--- src/rtl/cmp_reload_pkg.sv ---
package cmp_reload_pkg;
  // Kind of counter turning point a held immediate write waits for
  typedef enum logic {
    TURN_VALLEY = 1'b0,
    TURN_PEAK   = 1'b1
  } turn_e;
endpackage

--- src/rtl/cmp_start_gate.sv ---
// Arms reload handling once the run bit has been seen rising; drops it when the bit goes low.
module cmp_start_gate (
  input  logic clk,
  input  logic rst_n,
  input  logic start,
  output logic armed
);
  logic start_d_q, armed_q, armed_n;

  always_comb begin
    armed_n = start & (armed_q | ~start_d_q);
  end

  always_ff @(posedge clk or negedge rst_n) begin
    if (!rst_n) begin
      start_d_q <= 1'b0;
      armed_q   <= 1'b0;
    end else begin
      start_d_q <= start;
      armed_q   <= armed_n;
    end
  end

  // gated with the live run bit so a falling start blocks reload at once
  assign armed = armed_q & start;
endmodule

--- src/rtl/cmp_reload_arb.sv ---
// Holds the batch pending flag and issues the bank-wide load strobe.
module cmp_reload_arb (
  input  logic clk,
  input  logic rst_n,
  input  logic trig_wr,
  input  logic armed,
  input  logic peak_evt,
  input  logic valley_evt,
  input  logic peak_en,
  input  logic valley_en,
  output logic pend,
  output logic load
);
  logic pend_q, pend_n, turn_ok;

  always_comb begin
    turn_ok = (peak_evt & peak_en) | (valley_evt & valley_en);
    load    = pend_q & armed & turn_ok;
    pend_n  = pend_q;
    if (load)    pend_n = 1'b0;
    if (trig_wr) pend_n = 1'b1;   // a trigger in the load cycle re-arms
  end

  always_ff @(posedge clk or negedge rst_n) begin
    if (!rst_n) pend_q <= 1'b0;
    else        pend_q <= pend_n;
  end

  assign pend = pend_q;
endmodule

--- src/rtl/cmp_bank_slot.sv ---
// One entry: shadow copy, live copy, immediate-mode transfer and deferral.
module cmp_bank_slot
  import cmp_reload_pkg::*;
#(
  parameter int DW = 16
) (
  input  logic          clk,
  input  logic          rst_n,
  input  logic          wr_hit,
  input  logic [DW-1:0] wr_data,
  input  logic          mode_imm,
  input  logic          cnt_up,
  input  logic          peak_evt,
  input  logic          valley_evt,
  input  logic          bank_load,
  output logic [DW-1:0] act
);
  logic [DW-1:0] shd_q, act_q;
  logic          busy_q, busy_n, dfr_q, dfr_n;
  turn_e         turn_q, turn_n;
  logic          imm_wr, dfr_fire, act_en;

  always_comb begin
    imm_wr   = wr_hit & mode_imm;
    dfr_fire = dfr_q & ((turn_q == TURN_PEAK) ? peak_evt : valley_evt);
    act_en   = bank_load | busy_q | dfr_fire;
    busy_n   = imm_wr & ~busy_q & ~dfr_q;
    dfr_n    = dfr_q & ~dfr_fire;
    turn_n   = turn_q;
    if (imm_wr & (busy_q | dfr_q)) begin
      dfr_n  = 1'b1;
      turn_n = cnt_up ? TURN_PEAK : TURN_VALLEY;
    end
  end

  always_ff @(posedge clk or negedge rst_n) begin
    if (!rst_n) begin
      shd_q  <= '0;
      act_q  <= '0;
      busy_q <= 1'b0;
      dfr_q  <= 1'b0;
      turn_q <= TURN_VALLEY;
    end else begin
      if (wr_hit) shd_q <= wr_data;
      if (act_en) act_q <= shd_q;
      busy_q <= busy_n;
      dfr_q  <= dfr_n;
      turn_q <= turn_n;
    end
  end

  assign act = act_q;
endmodule

--- src/rtl/cmp_reload_ctrl.sv ---
module cmp_reload_ctrl #(
  parameter int NREG     = 8,
  parameter int DW       = 16,
  parameter int TRIG_IDX = 1,
  localparam int AW      = $clog2(NREG)
) (
  input  logic             clk,
  input  logic             rst_n,
  input  logic             wr_en,
  input  logic [AW-1:0]    wr_addr,
  input  logic [DW-1:0]    wr_data,
  input  logic             mode_imm,
  input  logic             cnt_up,
  input  logic             peak_evt,
  input  logic             valley_evt,
  input  logic             peak_en,
  input  logic             valley_en,
  input  logic             start,
  output logic             reload_pend,
  output logic [NREG*DW-1:0] cmp_act
);
  logic armed, bank_load, trig_wr;

  assign trig_wr = wr_en & ~mode_imm & (wr_addr == AW'(TRIG_IDX));

  cmp_start_gate u_gate (
    .clk(clk), .rst_n(rst_n), .start(start), .armed(armed)
  );

  cmp_reload_arb u_arb (
    .clk(clk), .rst_n(rst_n), .trig_wr(trig_wr), .armed(armed),
    .peak_evt(peak_evt), .valley_evt(valley_evt),
    .peak_en(peak_en), .valley_en(valley_en),
    .pend(reload_pend), .load(bank_load)
  );

  for (genvar i = 0; i < NREG; i++) begin : g_slot
    cmp_bank_slot #(.DW(DW)) u_slot (
      .clk(clk), .rst_n(rst_n),
      .wr_hit(wr_en & (wr_addr == AW'(i))),
      .wr_data(wr_data), .mode_imm(mode_imm), .cnt_up(cnt_up),
      .peak_evt(peak_evt), .valley_evt(valley_evt),
      .bank_load(bank_load),
      .act(cmp_act[i*DW +: DW])
    );
  end
endmodule

--- config.mk ---
export PLATFORM = sky130hd
export DESIGN_NAME = cmp_reload_ctrl
export DESIGN_NICKNAME = d
export VERILOG_FILES = /design/src/rtl/cmp_reload_pkg.sv /design/src/rtl/cmp_start_gate.sv /design/src/rtl/cmp_reload_arb.sv /design/src/rtl/cmp_bank_slot.sv /design/src/rtl/cmp_reload_ctrl.sv
export SDC_FILE = /design/constraint.sdc
export NUM_CORES = 1
export LEC_CHECK = 0
export ABC_AREA = 1
export BUFFER_PORTS_ARGS = -buffer_cell sky130_fd_sc_hd__buf_2
export CELL_PAD_IN_SITES_DETAIL_PLACEMENT = 1
export CELL_PAD_IN_SITES_GLOBAL_PLACEMENT = 1
export CORE_ASPECT_RATIO = 1.25
export CORE_MARGIN = 2
export CORE_UTILIZATION = 44
export CTS_CLUSTER_SIZE = 14
export DETAILED_ROUTE_END_ITERATION = 10
export GPL_ROUTABILITY_DRIVEN = 0
export PLACE_DENSITY_LB_ADDON = 0.2
export SLEW_MARGIN = 30
export SYNTH_ARGS = -nofsm -noshare
export SYNTH_HDL_FRONTEND = slang
export SYNTH_SLANG_ARGS = --single-unit
--- constraint.sdc ---
create_clock -name clk -period 1.4 [get_ports clk]
set_input_delay 0.07 -clock clk [delete_from_list [all_inputs] [get_ports clk]]
set_output_delay 0.07 -clock clk [all_outputs]
set_load 0.02 [all_outputs]
==> Word-level counts from Yosys, hierarchy flattened <==
Index checks and enable logic that the tools add are counted.
{ "totals": {"word_cells": 187, "input_bits": 29, "out_inout_bits": 129, "ff_bits": 283} }
{ "classes": {"reduce_logical": 2, "n_mux": 19, "n_bitwise": 116, "n_eq_ne": 7} }
{ "op_table": {"columns": ["operator", "n"], "rows": [
  ["1-bit bitwise AND", 64],
  ["1-bit NOT", 26],
  ["1-bit bitwise OR", 26],
  ["1-bit 2-to-1 mux", 19],
  ["3-bit == test (second input constant)", 4],
  ["3-bit by 2-bit == test with 1-bit output (second input constant)", 2],
  ["3-bit by 1-bit == test with 1-bit output (second input constant)", 1],
  ["3-bit logical NOT", 1],
  ["2-bit nonzero test", 1]
]} }

==> Logic depth before layout (Yosys ltp) <==
{ "logic_depth": {"ltp_word": 5, "depth_mapped": 8, "mapped_depth_nobuf": 6} }

==> Cells and area by module <==
Synthesis repeated with hierarchy kept, for this count alone.
{ "unflattened": {"cells_unflattened": 1007, "hier_area_um2": 11442.2} }
{ "by_module_without_submodules": {"columns": ["module", "seq_area_each_um2", "n_inst", "area_each_um2", "cells_each"], "rows": [
  ["cmp_bank_slot", 875.8, 8, 1403.8, 121],
  ["cmp_reload_ctrl", 0.0, 1, 80.1, 21],
  ["cmp_start_gate", 50.0, 1, 68.8, 7],
  ["cmp_reload_arb", 25.0, 1, 62.6, 11]
]} }

==> Worst setup path before layout <==
OpenSTA, ideal clock, no wires.
{ "synth_timing": {"path_kind": "flip-flop to flip-flop", "startpoint": "reg u_arb.pend_q, in the netlist u_arb.pend", "endpoint": "reg g_slot[0].u_slot.act_q[0]", "path_slack_ps": 24, "stages_incl_launch_ff": 9, "setup_ps": 118, "arrival_time_ps": 1258, "period_less_slack_ps": 1376, "required_ps": 1282, "cell_sequence": "dfrtp_1 -> inv_1 -> nor2_2 -> nand2_2 -> buf_8 -> buf_8 -> buf_6 -> nand4_1 -> nand2_1"} }
{ "synth_between": {"elab_chain_len": 4} }
{ "synth_rtl": {"columns": ["item", "line_no", "source"], "rows": [
  ["start: declaration", "cmp_reload_arb.sv:14", "logic pend_q, pend_n, turn_ok;"],
  ["start signal: assignment", "cmp_reload_arb.sv:26", "else pend_q <= pend_n;"],
  ["1-bit bitwise AND (2 in a row)", "cmp_reload_arb.sv:18", "load = pend_q & armed & turn_ok;"],
  ["1-bit bitwise OR (2 in a row)", "cmp_bank_slot.sv:26", "act_en = bank_load | busy_q | dfr_fire;"],
  ["end signal: assignment", "cmp_bank_slot.sv:45", "if (act_en) act_q <= shd_q;"],
  ["end: declaration", "cmp_bank_slot.sv:18", "logic [DW-1:0] shd_q, act_q;"]
]} }
Every way passes these cells.
A chain may end at the register's enable or synchronous reset.

==> Worst setup path in the final report <==
{ "layout_timing": {"startpoint": "reg u_gate.armed_q", "endpoint": "reg g_slot[6].u_slot.act_q[2]"} }
{ "layout_between": {"elab_chain_len": 5} }
{ "layout_rtl": {"columns": ["item", "line_no", "source"], "rows": [
  ["start: declaration", "cmp_start_gate.sv:8", "logic start_d_q, armed_q, armed_n;"],
  ["start signal: assignment", "cmp_start_gate.sv:20", "armed_q <= armed_n;"],
  ["1-bit bitwise AND", "cmp_start_gate.sv:25", "assign armed = armed_q & start;"],
  ["1-bit bitwise AND (2 in a row)", "cmp_reload_arb.sv:18", null],
  ["1-bit bitwise OR (2 in a row)", "cmp_bank_slot.sv:26", null],
  ["end signal: assignment", "cmp_bank_slot.sv:45", null],
  ["end: declaration", "cmp_bank_slot.sv:18", null]
]} }
Every way passes these cells.

==> impl_metrics.sql <==
INSERT INTO impl_metrics (metric_group, metric, value, unit) VALUES
('run_status', 'outcome', 'finished, final reports clean', ''),
('global_route', 'global_route.usage.total', '25.44', '%'),
('clock_tree', 'cts_buffers', '28', ''),
('clock_tree', 'cts_max_path_buffers', '3', ''),
('critical_path', 'critical_path.reg2reg.startpoint', 'u_gate.armed_q', ''),
('cells_and_area', 'post_route_cells_drive_above_1_share', '20.28', '%'),
('logic_synthesis', 'synth-compound-area-share', '6.528', '%'),
('logic_synthesis', 'synth_xor_area_share', '0', '%'),
('sta', 'rsz_0062_raised_after_global_routing', 'true', ''),
('logic_synthesis', 'yosys_register_bits', '283', ''),
('global_route', 'grt.met1_usage', '33.81', '%'),
('logic_synthesis', 'synth-main-ff-cell', 'dfrtp_1', ''),
('floorplan', 'ioPinCount', '158', ''),
('clock_tree', 'cts.root.buffer_cell', 'clkbuf_16', ''),
('logic_synthesis', 'mappedNetlistArea', '11190', 'µm²'),
('floorplan', 'core', '25130', 'µm²'),
('logic_synthesis', 'netlist_top_cells_area', 'dfrtp_1 63%, nand2_1 14%, nand4_1 7.3%', ''),
('logic_synthesis', 'syn_area_cell', '9.700', 'µm²'),
('cells_and_area', 'diode_insertion_count_for_antenna_repair', '0', ''),
('critical_path', 'crit_path_start_kind', 'register', ''),
('sta', 'slew_viol_final', '0', ''),
('critical_path', 'r2r_cells', '7', ''),
('power_and_ir_drop', 'power.leakage', '7.187', 'nW'),
('critical_path', 'crit_path_max_fanout', '21', ''),
('sta', 'setup_violations', '0', ''),
('critical_path', 'class_of_the_most_critical_setup_path', 'reg2reg', ''),
('global_route', 'global_route.overflow_total', '0', ''),
('min_path', 'hold_path_class', 'in2async', ''),
('critical_path', 'cp.arrival', '1.84', 'ns'),
('logic_synthesis', 'yosys_top_cell_area_share', '63.27', '%'),
('floorplan', 'die_y', '182.3', 'µm'),
('logic_synthesis', 'seq_total_area_yosys', '63.27', '%'),
('logic_synthesis', 'yosys-mux-area-fraction', '0', '%'),
('logic_synthesis', 'synth_enable_flop_cells', '0', ''),
('global_route', 'first_global_vias', '9530', ''),
('global_route', 'grt.busiest_layer', 'met2', ''),
('global_route', 'grt_max_degree', '48', ''),
('power_and_ir_drop', 'worst_ir_drop_vdd', '0.0009086', 'V'),
('global_route', 'grt_util_met3', '3.075', '%'),
('routing', 'drt.antenna.violating_nets', '0', ''),
('logic_synthesis', 'yosysWarningCount', '0', ''),
('clock_tree', 'postCtsSetupBuffers', '0', ''),
('routing', 'firstDrtPassIters', '5', ''),
('cells_and_area', 'num-nets-final', '1377', ''),
('critical_path', 'capture_point_of_the_worst_path', 'g_slot[6].u_slot.act[2]', ''),
('critical_path', 'r2r-end', 'g_slot[6].u_slot.act[2]', ''),
('sta', 'worst_hold_slack', '0.02209', 'ns'),
('sta', 'fin_ws', '0.04288', 'ns'),
('routing', 'route.detailed.vias_per_inst', '5.399', ''),
('routing', 'vias_after_detailed_routing', '9183', ''),
('logic_synthesis', 'synth_largest_area_cell', 'dfrtp_1', ''),
('sta', 'final.min_clock_period', '1.357', 'ns'),
('logic_synthesis', 'synthTopCellsByCount', '412 x nand2_1, 283 x dfrtp_1, 130 x nand4_1, 130 x o21ai_0, 46 x inv_1', ''),
('cells_and_area', 'filler_cells', '2861', ''),
('logic_synthesis', 'synth_fp_nets', '1183', ''),
('cells_and_area', 'area_growth', '22.27', '%'),
('clock_tree', 'clock_sink_count', '283', ''),
('global_route', 'grt_first_pass_wirelength', '53690', 'µm'),
('critical_path', 'cp_data_required_time', '1.88', 'ns'),
('logic_synthesis', 'syn-instance-count', '1154', ''),
('clock_tree', 'tritoncts_clock_tree', 'done', ''),
('logic_synthesis', 'synth.most_common_cell', 'nand2_1', ''),
('clock_tree', 'clk_pin_slew_worst_paths', '0.07', 'ns'),
('routing', 'postRouteWirelength', '33560', 'µm'),
('clock_tree', 'h-tree-depth', '1', ''),
('floorplan', 'die_x', '146.7', 'µm'),
('sta', 'fmax', '0.7369', 'GHz'),
('sta', 'timing.max_slew.rel_slack', '61.19', '%'),
('sta', 'skew', '0.007471', 'ns'),
('logic_synthesis', 'synth_top_family_by_area', 'simple AND/OR/NAND/NOR gates', ''),
('logic_synthesis', 'synth.lib_cells_used.distinct', '22', '');
-- flip-flops by register name, summed over array words and instances, names as in the netlist --
signal,flops
u_arb.pend,1
u_gate.start_d_q,1
g_slot.u_slot.turn_q,8
g_slot.u_slot.dfr_q,8
u_gate.armed_q,1
g_slot.u_slot.act,128
g_slot.u_slot.busy_q,8
g_slot.u_slot.shd_q,128
-- timing repair --
action,in CTS,in global routing
cloned,0,0
setup endpoints to repair,16,20
endpoints found under the hold margin,303,0
resized for setup,2,4
pin swaps,0,3
hold buffers,16,0
-- cell type report --
cell class | count | area (µm²) | area share, %
clock buffers | 41 | 830.8 | 6.071
clock inverters | 7 | 87.58 | 0.6400
well taps | 335 | 419.2 | 3.063
repair buffers | 228 | 1516 | 11.08
inverters | 56 | 210.2 | 1.536
multi-input cells | 751 | 3540 | 25.86
flip-flops and latches | 283 | 7082 | 51.75
-- per-stage QoR --
stage	instance area, µm²	power, mW	instances	TNS (ns)
2_1_floorplan	11190	15.87	1154	0
3_3_place_gp	12580	18.54	1637	0
3_5_place_dp	12580	18.83	1637	-0.3536
4_1_cts	13670	26.57	1701	0
5_1_grt	13690	27.76	1701	-0.1747
6_report	13690	26.31	1701	0
-- report_power, final --
part,internal (mW),leakage [nW],switching [mW]
Clock,4.45,0.452,3.14
Combinational,2.50,3.13,4.34
Sequential,10.4,3.61,1.45
Total,17.4,7.19,8.93
-- placed cells by master, fill, tap and decap left out, drive strengths merged --
cell type and count:
inv 48, bufinv 2, nor3 7, clkbuf 41, dfrtp 283, and2 8, buf 212, nand2 413
dlymetal6s4s 1, nand3 22, nor2 24, nand4 130, dlygate4sd3 15, clkinv 12, clkinvlp 1, o21ai 130
a21oi 16, nor4 1
-- cells by family after synthesis --
family	Yosys count
AOI/OAI and AO/OA	146
DFF	283
and+or+nand+nor	605
buffers and inverters	120
-- metal layers --
| layer | up-vias | routed length [µm] |
|---|---|---|
| li1 | 4232 | - |
| met1 | 4681 | 14370 |
| met2 | 214 | 17030 |
| met3 | 56 | 1376 |
| met4 | 0 | 784 |
| met5 | - | 0 |
-- worst min path at each step --
| stage | slack [ns] | to | startpoint | depth (start not counted) |
|---|---|---|---|---|
| 4_1_cts | 0.007 | g_slot[6].u_slot.shd_q[6] | wr_data[6] | 4 |
| 3_5_place_dp | 0.005 | g_slot[7].u_slot.shd_q[6] | rst_n | 1 |
| 5_1_grt | 0.03 | g_slot[0].u_slot.shd_q[6] | wr_data[6] | 4 |
| 2_1_floorplan | -0.23 | g_slot[0].u_slot.act[0] | rst_n | 0 |
| 6_report | 0.02 | g_slot[7].u_slot.shd_q[6] | rst_n | 2 |
| 3_3_place_gp | 0.006 | g_slot[7].u_slot.act[5] | rst_n | 1 |
-- worst max-delay path, cell delays in order, from the launching register on --
cell and delay [ns]:
dfrtp_1 0.36, nand2_1 0.09, nor2_2 0.05, nand2_4 0.08, buf_12 0.19, buf_4 0.26, nand4_1 0.13, nand2_1 0.10
No activity file was read; power rests on OpenSTA's default activity.
